### src/rtl/sat_pkg.sv
package sat_pkg;
    typedef enum logic [1:0] {
        OP_ADD  = 2'b00,
        OP_SUB  = 2'b01,
        OP_DADD = 2'b10,
        OP_DSUB = 2'b11
    } sat_op_e;

    typedef enum logic {
        FLAG_LOW  = 1'b0,
        FLAG_HIGH = 1'b1
    } flag_state_e;
endpackage

### src/rtl/sat_doubler.sv
module sat_doubler #(
    parameter int WIDTH = 32
) (
    input  logic [WIDTH-1:0] din,
    input  logic             enable,
    output logic [WIDTH-1:0] dout,
    output logic             clipped
);
    localparam logic [WIDTH-1:0] POS_BOUND = {1'b0, {(WIDTH-1){1'b1}}};
    localparam logic [WIDTH-1:0] NEG_BOUND = {1'b1, {(WIDTH-1){1'b0}}};

    logic over;

    // Doubling overflows when the two top bits differ.
    assign over    = din[WIDTH-1] ^ din[WIDTH-2];
    assign clipped = enable && over;

    always_comb begin
        if (!enable)
            dout = din;
        else if (over)
            dout = din[WIDTH-1] ? NEG_BOUND : POS_BOUND;
        else
            dout = {din[WIDTH-2:0], 1'b0};
    end
endmodule

### src/rtl/sat_adder.sv
module sat_adder #(
    parameter int WIDTH = 32
) (
    input  logic [WIDTH-1:0] lhs,
    input  logic [WIDTH-1:0] rhs,
    input  logic             subtract,
    output logic [WIDTH-1:0] sum,
    output logic             clipped
);
    localparam logic [WIDTH-1:0] POS_BOUND = {1'b0, {(WIDTH-1){1'b1}}};
    localparam logic [WIDTH-1:0] NEG_BOUND = {1'b1, {(WIDTH-1){1'b0}}};

    logic [WIDTH-1:0] raw;
    logic             same_in;
    logic             flipped;

    assign raw     = subtract ? (lhs - rhs) : (lhs + rhs);
    // Add overflows on equal signs; subtract overflows on opposite signs.
    assign same_in = (lhs[WIDTH-1] == rhs[WIDTH-1]);
    assign flipped = (raw[WIDTH-1] != lhs[WIDTH-1]);
    assign clipped = flipped && (subtract ? !same_in : same_in);

    always_comb begin
        if (clipped)
            sum = lhs[WIDTH-1] ? NEG_BOUND : POS_BOUND;
        else
            sum = raw;
    end
endmodule

### src/rtl/sticky_flag.sv
module sticky_flag
    import sat_pkg::*;
(
    input  logic clk,
    input  logic rst,
    input  logic set_req,
    input  logic clr_req,
    output logic flag
);
    flag_state_e state_q;
    flag_state_e state_d;

    // Next state: set wins over clear.
    always_comb begin
        state_d = state_q;
        unique case (state_q)
            FLAG_LOW:  if (set_req) state_d = FLAG_HIGH;
            FLAG_HIGH: if (clr_req && !set_req) state_d = FLAG_LOW;
        endcase
    end

    always_ff @(posedge clk) begin
        if (rst)
            state_q <= FLAG_LOW;
        else
            state_q <= state_d;
    end

    always_comb begin
        flag = (state_q == FLAG_HIGH);
    end
endmodule

### src/rtl/sat_addsub_unit.sv
module sat_addsub_unit
    import sat_pkg::*;
#(
    parameter int WIDTH = 32
) (
    input  logic             clk,
    input  logic             rst,
    input  logic             in_valid,
    input  logic [1:0]       op,
    input  logic [WIDTH-1:0] opnd_a,
    input  logic [WIDTH-1:0] opnd_b,
    input  logic             flag_clr,
    output logic [WIDTH-1:0] result,
    output logic             sat_pulse,
    output logic             sat_flag
);
    sat_op_e          op_e;
    logic [WIDTH-1:0] b_eff;
    logic [WIDTH-1:0] sum;
    logic             dbl_clip;
    logic             add_clip;
    logic             any_clip;

    assign op_e     = sat_op_e'(op);
    assign any_clip = dbl_clip || add_clip;

    sat_doubler #(.WIDTH(WIDTH)) u_dbl (
        .din     (opnd_b),
        .enable  (op_e == OP_DADD || op_e == OP_DSUB),
        .dout    (b_eff),
        .clipped (dbl_clip)
    );

    sat_adder #(.WIDTH(WIDTH)) u_add (
        .lhs      (opnd_a),
        .rhs      (b_eff),
        .subtract (op_e == OP_SUB || op_e == OP_DSUB),
        .sum      (sum),
        .clipped  (add_clip)
    );

    sticky_flag u_flag (
        .clk     (clk),
        .rst     (rst),
        .set_req (in_valid && any_clip),
        .clr_req (flag_clr),
        .flag    (sat_flag)
    );

    always_ff @(posedge clk) begin
        if (rst) begin
            result    <= '0;
            sat_pulse <= 1'b0;
        end else begin
            sat_pulse <= in_valid && any_clip;
            if (in_valid)
                result <= sum;
        end
    end
endmodule

### config.mk
export PLATFORM = sky130hd
export DESIGN_NAME = sat_addsub_unit
export DESIGN_NICKNAME = d
export VERILOG_FILES = /design/src/rtl/sat_pkg.sv /design/src/rtl/sat_doubler.sv /design/src/rtl/sat_adder.sv /design/src/rtl/sticky_flag.sv /design/src/rtl/sat_addsub_unit.sv
export SDC_FILE = /design/constraint.sdc
export NUM_CORES = 1
export LEC_CHECK = 0
export BUFFER_PORTS_ARGS = -buffer_cell sky130_fd_sc_hd__buf_4
export CAP_MARGIN = 20
export CORE_ASPECT_RATIO = 0.6
export CORE_MARGIN = 10
export CORE_UTILIZATION = 40
export DETAILED_ROUTE_END_ITERATION = 16
export GPL_ROUTABILITY_DRIVEN = 0
export PLACE_DENSITY = 0.58
export SYNTH_ARGS = -nofsm -noshare
export SYNTH_HDL_FRONTEND = slang
export SYNTH_SLANG_ARGS = --single-unit
### constraint.sdc
create_clock -name clk -period 7.35 [get_ports clk]
set_input_delay 0.735 -clock clk [delete_from_list [all_inputs] [get_ports clk]]
set_output_delay 0.735 -clock clk [all_outputs]
set_load 0.03 [all_outputs]
==> flow_summary_export.csv, run 1 <==
group,metric,value,unit
global_route,grt_use_total,17.90,%
die,core.rowCount,29,
hold_path,hold_end,"result[25]",
setup_path,cp.arrival,6.18,ns
clocking,cts_buffers,5,
finish,antenna-diode-count,0,
run,max-cap-violations,0,
clocking,cts_buffer_depth,2,
die,die-area,0.01588,mm^2
setup_path,r2r_slack,6.65,ns
die,die_y,101.7,um
sta,period_share,81.37,%
routing,wl,14600,um
setup_path,cp.buffers_inverters,5,
finish,final_cell_mix,"buf_4, a21oi_1, nor2_1, nand2_1, xnor2_1",
synth,yosysSeqAreaShare,15.29,%
finish,post-route-cell-area,0.005431,mm^2
synth,synth.cell_area,0.004451,mm^2
die,fp.dieW,156.2,um
placement,dp.cells,848,
finish,utilization,50.74,%
synth,avgSynthCellArea,6.987,um^2
hold_path,hold_path.class,"reg2reg",
synth,syn_inst,637,
setup_path,path_max_fanout,31,
synth,synth_top_cell_by_area,"dfxtp_1",
finish,layout.cells.non_filler,856,
clocking,clock_latency,0.28,ns
power_and_ir_drop,total_power,1.085,mW
routing,vias,4841,
clocking,clk_pin_slew_worst_paths,0.05,ns
setup_path,ff2ff_path_depth,2,
setup_path,endpoint_kind,"flip-flop",
global_route,grt_max_degree,70,
routing,dr.first_iter.drc_count,393,
sta,slew_violations,0,
power_and_ir_drop,p_per_area,199.8,mW/mm^2
die,core_area,0.01070,mm^2
sta,clock.fmax,167.2,MHz
hold_path,min_path_cells,2,
clocking,root_buffer,"clkbuf_16",
placement,dpl_cell_area,0.005280,mm^2
sta,max-slew-margin-rel,53.15,%
sta,timing.final.ws_setup,1.369,ns
synth,yosys_register_bits,34,
sta,worst_pin_slew,0.6932,ns
setup_path,required,7.55,ns
synth,synth_area_leaders,"dfxtp_1, a21oi_1, ha_1, xnor2_1, nor2_1",
setup_path,cp_common_cell,"buf_4",
synth,synth_ff_type,"dfxtp_1",
synth,synthesis.nets,742,
setup_path,critical_path_class,"in2reg",
synth,synth_edf_count,0,
finish,final_nets,821,
sta,finalHoldViolations,0,
placement,hpwl,11750,um
routing,viasPerCell,5.655,
routing,drc,0,
synth,synth_cell_type_count,66,
setup_path,reg2reg_from,"result[30]",
setup_path,critPathTopFamily,"compound AO/OA/AOI/OAI gates",
finish,final_common_cell,"buf_4",
clocking,htree_num_levels,2,
clocking,cts_tree,"built",
finish,area_delta_synth_final,22.04,%
setup_path,slowest_stage,"or4_4",
clocking,cts_hold_buf,0,
power_and_ir_drop,p_leak,2.369,nW
setup_path,r2r_end,"result[30]",
global_route,grt_antenna_before_repair,0,
sta,setup_violations,0,
hold_path,worstHoldStart,"result[25]",
finish,drive_above_1_share,22.04,%
synth,synth_top_cell_area_share,15.29,%
routing,drt-wirelength-per-cell,17.06,um
sta,min_period,5.981,ns
power_and_ir_drop,ir_drop,0.0001208,V
sta,rsz0062_at_grt,"no",
status,outcome,"finished, final reports clean",
placement,pre_cts_ws,1.114,ns
setup_path,cpPeakStageDelay,0.53,ns
die,num_io_pins,104,
clocking,cts_setup_buffers,0,
setup_path,crit_path_start_kind,"primary input",
clocking,post_cts_resized,0,
clocking,cts.sinks,34,
synth,async_reset_ff_share,0,%
placement,port_buffers,103,
global_route,grt_pass1_wl,23730,um
sta,tns,0,ns
routing,ant_nets,0,
global_route,grt_overflow,0,
global_route,grt_pass1_vias,4605,
sta,timing.hold.ws,0.4776,ns
sta,skew,0,ns
die,start_util,41.58,%
setup_path,crit_path_start,"opnd_b[31]",
routing,drtPass1Iterations,4,
synth,ys_warn_count,0,
==> cells by family (layout without fill, tap and decap cells) <==
family	after synthesis	after routing	synth area share [%]
xor gates and xnor gates	59	59	11.61
DFF	34	34	15.29
adders and majority gates	35	35	10.01
AOI/OAI and AO/OA	195	195	26.76
and+or+nand+nor	258	258	30.48
buffers and inverters	52	132	4.920
muxes	4	4	0.9278
==> where the power goes <==
| part | internal (mW) | leakage [nW] | switching (mW) |
|---|---|---|---|
| clock | 0.134 | 0.0729 | 0.0821 |
| combinational | 0.265 | 2.01 | 0.379 |
| sequential | 0.211 | 0.282 | 0.0143 |
| total | 0.610 | 2.37 | 0.475 |
==> worst register-to-register path: stages (launching register included) <==
cell	delay [ns]
dfxtp_1	0.34
nor2_1	0.07
a211oi_2	0.22
==> cells in the mapped netlist (6+ instances only) <==
cell	count
nor2b_1	10
a21oi_1	95
xnor2_1	42
nor3_1	16
clkbuf_1	20
dfxtp_1	34
o21ai_0	30
a31oi_1	11
xor2_1	17
a21o_1	15
buf_2	10
nor3_2	26
ha_1	34
nor2_1	93
nand2_1	49
o21bai_1	9
or3_1	7
and2_1	6
inv_1	14
nand3_1	15
==> area by class of cell <==
type	count	area, um^2
Fill cell	1056	5273
Timing Repair Buffer	109	818.3
Tap cell	139	173.9
Inverter	15	56.30
Clock buffer	6	138.9
Sequential cell	34	680.7
Multi-Input combinational cell	551	3551
Clock inverter	2	12.51
==> state kept, by name (all words and copies together), names as in the netlist <==
name	flops
result	32
sat_pulse	1
u_flag.flag	1
==> worst max path at each step <==
stage,endpoint,slack (ns),cells past startpoint
global route,result[30],0.92,25
finish,result[30],1.37,25
floorplan,result[0],1.92,25
CTS,result[30],1.41,25
detailed placement,result[30],1.11,25
global placement,u_flag.flag,1.22,24
==> per-layer routing <==
layer  vias to the layer above  global-route usage [%]  wire length [um]
li1                       2417                       -                 -
met1                      2230                   24.63              7052
met5                         -                       0                 0
met2                       186                   28.41              6310
met4                         0                   1.661                44
met3                         8                   4.697              1195
No activity file was read; power rests on OpenSTA's default activity.
==> inputs of run 2 (changes only) <==
--- a/config.mk
+++ b/config.mk
@@ -12,7 +12,7 @@
 export CORE_UTILIZATION = 40
 export DETAILED_ROUTE_END_ITERATION = 16
 export GPL_ROUTABILITY_DRIVEN = 0
-export PLACE_DENSITY = 0.58
+export PLACE_DENSITY = 0.61
 export SYNTH_ARGS = -nofsm -noshare
 export SYNTH_HDL_FRONTEND = slang
 export SYNTH_SLANG_ARGS = --single-unit
==> constraint.sdc (replaced) <==
create_clock -name clk -period 5.1 [get_ports clk]
set_input_delay 0.51 -clock clk [delete_from_list [all_inputs] [get_ports clk]]
set_output_delay 0.51 -clock clk [all_outputs]
set_load 0.03 [all_outputs]
==> run 2 against run 1 <==
Effect of this change: global-route usage is 0.72 points higher; design area is 20% higher; critical path depth is 1 higher; non-clock buffer count is 93 higher; critical path type unchanged; largest cell class unchanged; clock skew stayed put; sequential share of layout area is 2.1 points lower; hold slack better by 0.0034 ns; clock power is 41% higher; highest routed layer unchanged; combinational power is 85% higher.
==> flow_summary_export.csv, run 2 (synthesis results as in run 1) <==
group,metric,value,unit
finish,largest_reg_flops,32,
sta,min_period,4.981,ns
power_and_ir_drop,p_leak,2.901,nW
finish,largest-register,"result",
sta,worst_pin_slew,0.5339,ns
clocking,clock_latency,0.28,ns
routing,drtPass1Iterations,5,
hold_path,hold_end,"u_flag.flag",
global_route,grt_pass1_vias,4981,
global_route,grt_antenna_before_repair,0,
clocking,root_buffer,"clkbuf_16",
global_route,grt_overflow,0,
global_route,grt_use_total,18.62,%
run,max-cap-violations,0,
setup_path,cp.arrival,5.18,ns
placement,port_buffers,103,
clocking,cts_hold_buf,0,
clocking,clk_pin_slew_worst_paths,0.05,ns
die,die-area,0.01588,mm^2
global_route,grt_max_degree,39,
routing,viasPerCell,5.574,
global_route,grt_pass1_wl,24780,um
power_and_ir_drop,total_power,1.816,mW
status,outcome,"finished, final reports clean",
clocking,htree_num_levels,2,
sta,clock.fmax,200.8,MHz
sta,tns,0,ns
sta,finalHoldViolations,0,
sta,timing.hold.ws,0.4811,ns
power_and_ir_drop,p_per_area,277.8,mW/mm^2
die,core.rowCount,29,
clocking,cts_buffers,5,
setup_path,reg2reg_from,"result[30]",
sta,max-slew-margin-rel,63.48,%
routing,ant_nets,0,
sta,setup_violations,0,
setup_path,path_max_fanout,8,
setup_path,critical_path_class,"in2reg",
sta,timing.final.ws_setup,0.1195,ns
sta,period_share,97.66,%
routing,dr.first_iter.drc_count,359,
sta,skew,0,ns
finish,final_cell_mix,"buf_4, nor2_1, a21oi_1, nand2_1, xnor2_1",
routing,drt-wirelength-per-cell,17.17,um
clocking,cts_buffer_depth,2,
sta,slew_violations,0,
setup_path,required,5.30,ns
finish,fill_cells,936,
routing,vias,5290,
die,num_io_pins,104,
clocking,cts.sinks,34,
hold_path,min_path_cells,2,
placement,pre_cts_ws,-0.5075,ns
finish,final_nets,914,
setup_path,r2r_end,"result[30]",
die,die_y,101.7,um
finish,area_delta_synth_final,46.87,%
die,fp.dieW,156.2,um
routing,wl,16300,um
setup_path,ff2ff_path_depth,2,
clocking,cts_tree,"built",
finish,utilization,61.06,%
die,start_util,41.58,%
setup_path,endpoint_kind,"flip-flop",
finish,antenna-diode-count,0,
setup_path,r2r_slack,4.44,ns
die,core_area,0.01070,mm^2
routing,drc,0,
placement,hpwl,12480,um
hold_path,hold_path.class,"reg2reg",
setup_path,crit_path_start_kind,"primary input",
power_and_ir_drop,ir_drop,0.0002135,V
hold_path,worstHoldStart,"u_flag.flag",
finish,drive_above_1_share,36.67,%
finish,final_common_cell,"buf_4",
-- run 2: per-stage QoR --
stage / cells / area [um^2]
final: 949 / 6536
after global routing: 949 / 6536
after CTS: 937 / 6107
after detailed placement: 921 / 5858
after global placement: 921 / 5858
after floorplan: 637 / 4456
-- run 2: routing by layer --
layer  track usage [%]  wire length (um)  vias to the layer above
li1                  -                 -                     2614
met3             4.909              1159                       10
met1             26.16              8003                     2461
met2             28.58              7020                      205
met5                 0                 0                        -
met4             2.238               116                        0
-- run 2: worst max path at each step --
| stage | start | endpoint | slack (ns) |
|---|---|---|---|
| 4_1_cts | opnd_b[30] | result[1] | 0.02 |
| 5_1_grt | opnd_b[30] | result[25] | -0.07 |
| 3_3_place_gp | opnd_b[30] | u_flag.flag | -0.35 |
| 6_report | opnd_b[31] | result[25] | 0.12 |
| 3_5_place_dp | opnd_b[30] | u_flag.flag | -0.51 |
| 2_1_floorplan | opnd_b[30] | result[0] | 0.07 |
-- run 2: layout make-up --
type	instances	area [um^2]	area share (%)
Multi-Input combinational cell	551	3870	59.21
Inverter	15	56.30	0.8614
Tap cell	139	173.9	2.661
Timing Repair Buffer	202	1608	24.60
Clock inverter	1	5.005	0.07657
Sequential cell	34	680.7	10.41
Clock buffer	7	142.6	2.182
-- run 2: report_power, final --
part	internal, mW	switching (mW)	leakage (nW)
clock network	0.194	0.112	0.0739
logic	0.546	0.640	2.54
registers	0.304	0.0205	0.282
-- run 2: timing repair --
| item | in CTS | in global routing |
|---|---|---|
| buffers inserted | 8 | 9 |
| endpoints found under the setup margin | 33 | 34 |
| pin swaps | 5 | 17 |
| cloned | 0 | 3 |
| resized for setup | 7 | 59 |
-- run 2: critical path, cell delays in order --
cell and delay [ns]:
buf_4 0.10, buf_6 0.13, inv_1 0.05, ha_2 0.18
nand3b_1 0.17, a21oi_2 0.24, o21bai_2 0.13, nor3_2 0.24
and3_4 0.22, and3_4 0.20, a21oi_1 0.09, xnor2_2 0.30
ha_4 0.27, and3_4 0.19, nand2_1 0.09, a21oi_1 0.08
or4_4 0.52, o2bb2ai_2 0.17, a21oi_4 0.16, buf_6 0.16
mux2i_4 0.08, nor3_4 0.27, buf_4 0.21, clkbuf_16 0.19
a21oi_1 0.07, nor3_1 0.15
==> inputs of run 3 (changes only) <==
--- a/config.mk
+++ b/config.mk
@@ -7,7 +7,7 @@
 export LEC_CHECK = 0
 export BUFFER_PORTS_ARGS = -buffer_cell sky130_fd_sc_hd__buf_4
 export CAP_MARGIN = 20
-export CORE_ASPECT_RATIO = 0.6
+export CORE_ASPECT_RATIO = 0.75
 export CORE_MARGIN = 10
 export CORE_UTILIZATION = 40
 export DETAILED_ROUTE_END_ITERATION = 16
==> run 3 against run 2 <==
Effect of this change: first-iteration DRC count increased by 7.8%; wire length shrank 2.4%; hold slack lost 0.0043 ns; critical path type unchanged.
==> flow_summary_export.csv, run 3 (synthesis results as in run 1) <==
group,metric,value,unit
status,outcome,"finished, final reports clean",
die,die-area,0.01579,mm^2
finish,drive_above_1_share,36.48,%
clocking,clk_pin_slew_worst_paths,0.05,ns
sta,period_share,97.79,%
sta,timing.final.ws_setup,0.1127,ns
global_route,grt_max_degree,39,
hold_path,hold_end,"result[9]",
routing,drc,0,
sta,max-slew-margin-rel,58.76,%
global_route,grt_pass1_vias,4972,
clocking,clock_latency,0.28,ns
clocking,cts.sinks,34,
setup_path,cp.arrival,5.14,ns
placement,pre_cts_ws,-0.4918,ns
power_and_ir_drop,total_power,1.853,mW
setup_path,r2r_end,"result[30]",
run,max-cap-violations,0,
power_and_ir_drop,p_per_area,284.6,mW/mm^2
setup_path,reg2reg_from,"result[30]",
clocking,htree_num_levels,2,
die,core_area,0.01090,mm^2
power_and_ir_drop,power_frac_clock,18.8,%
placement,dp.cells,911,
sta,setup_violations,0,
routing,ant_nets,0,
clocking,cts_buffers,5,
sta,clock.fmax,200.5,MHz
power_and_ir_drop,p_leak,2.840,nW
global_route,grt_use_total,18.09,%
setup_path,endpoint_kind,"flip-flop",
hold_path,min_path_cells,2,
clocking,cts_tree,"built",
setup_path,r2r_slack,4.41,ns
power_and_ir_drop,ir_drop,0.0001369,V
hold_path,worstHoldStart,"result[9]",
finish,final_common_cell,"buf_4",
clocking,cts_hold_buf,0,
sta,skew,0,ns
setup_path,slowest_stage,"or4_4",
setup_path,required,5.25,ns
power_and_ir_drop,internal_power,1.073,mW
power_and_ir_drop,switching_share,42.11,%
routing,drtPass1Iterations,5,
setup_path,cpPeakStageDelay,0.50,ns
setup_path,crit_path_start_kind,"primary input",
power_and_ir_drop,seq_power_share,17.4,%
setup_path,cp_common_cell,"buf_4",
setup_path,path_depth,27,
setup_path,cp.buffers_inverters,7,
routing,dr.first_iter.drc_count,387,
placement,hpwl,11900,um
hold_path,hold_path.class,"reg2reg",
sta,finalHoldViolations,0,
sta,worst_pin_slew,0.6171,ns
finish,antenna-diode-count,0,
sta,slew_violations,0,
finish,final_nets,899,
sta,min_period,4.987,ns
setup_path,ff2ff_path_depth,2,
die,die_y,111.4,um
die,num_io_pins,104,
placement,port_buffers,103,
finish,largest-register,"result",
finish,layout.cells.non_filler,935,
global_route,grt_antenna_before_repair,0,
die,fp.dieW,141.8,um
power_and_ir_drop,switching_power,0.7804,mW
setup_path,critical_path_class,"in2reg",
finish,largest_reg_flops,32,
clocking,root_buffer,"clkbuf_16",
global_route,grt_pass1_wl,24360,um
finish,area_delta_synth_final,46.33,%
routing,wl,15900,um
die,start_util,40.83,%
setup_path,critPathTopFamily,"simple AND/OR/NAND/NOR gates",
clocking,cts_buffer_depth,2,
routing,vias,5231,
setup_path,path_max_fanout,15,
routing,drt-wirelength-per-cell,17.01,um
die,core.rowCount,33,
power_and_ir_drop,comb_power_share,63.8,%
routing,viasPerCell,5.595,
finish,final_cell_mix,"buf_4, nor2_1, a21oi_1, nand2_1, xnor2_1",
global_route,grt_overflow,0,
[run 3: changes by cell type in the layout (fill, tap and decap cells not counted), moves of 2 or more]
cell	before	now
a21oi_1	74	63
a21oi_2	18	26
a21oi_4	5	8
buf_4	192	176
buf_6	5	3
ha_1	30	32
[run 3: what timing repair did]
item / CTS / global route
hold endpoints to repair: 0 / 0
gates cloned: 0 / 4
pin swaps: 0 / 20
gates resized for setup: 7 / 70
buffers inserted: 0 / 12
endpoints found under the setup margin: 33 / 34
[run 3: layer usage]
layer | global-route usage (%) | vias to the layer above | wire length [um]
met5 | 0 | - | 0
met4 | 4.215 | 0 | 253
met3 | 3.907 | 31 | 1073
met2 | 27.79 | 214 | 7062
met1 | 25.10 | 2405 | 7514
li1 | - | 2581 | -
[run 3: layout make-up]
cell class	count	area (um^2)
tap	140	175.2
sequential	34	680.7
clock inverter	1	30.03
inverter	15	56.30
multi-input combinational	551	3913
fill	1001	4388
clock buffer	7	132.6
timing repair buffer	187	1525
[run 3: worst max-delay path by stage]
stage | startpoint | endpoint
global placement | opnd_b[30] | u_flag.flag
global route | opnd_b[30] | result[30]
CTS | opnd_b[31] | u_flag.flag
detailed placement | opnd_b[30] | u_flag.flag
floorplan | opnd_b[30] | result[0]
finish | opnd_b[30] | result[1]
[run 3: through the flow]
step                      instance area, um^2  util [%]  TNS (ns)  hold slack (ns)
after floorplan                          4456         -         0           0.5965
after global placement                   5789     53.11    -6.150           0.4622
after detailed placement                 5789     53.11    -11.34           0.4668
after CTS                                5988     54.94         0           0.4778
after global routing                     6513     59.75    -2.400           0.5032
final                                    6513     59.75         0           0.4768
[run 3: power groups by stage]
stage / Clock, mW / Combinational (mW) / Sequential [mW]
4_1_cts: 0.356 / 1.01 / 0.323
5_1_grt: 0.367 / 1.28 / 0.328
2_1_floorplan: 0 / 0.598 / 0.401
3_5_place_dp: 0 / 1.00 / 0.329
6_report: 0.348 / 1.18 / 0.323
3_3_place_gp: 0 / 0.991 / 0.327
[run 3: worst register-to-register path: cells and delay by family (launching register included)]
kind,cells,cell delay [ns]
flops,1,0.35
simple gates,1,0.07
compound gates,1,0.20
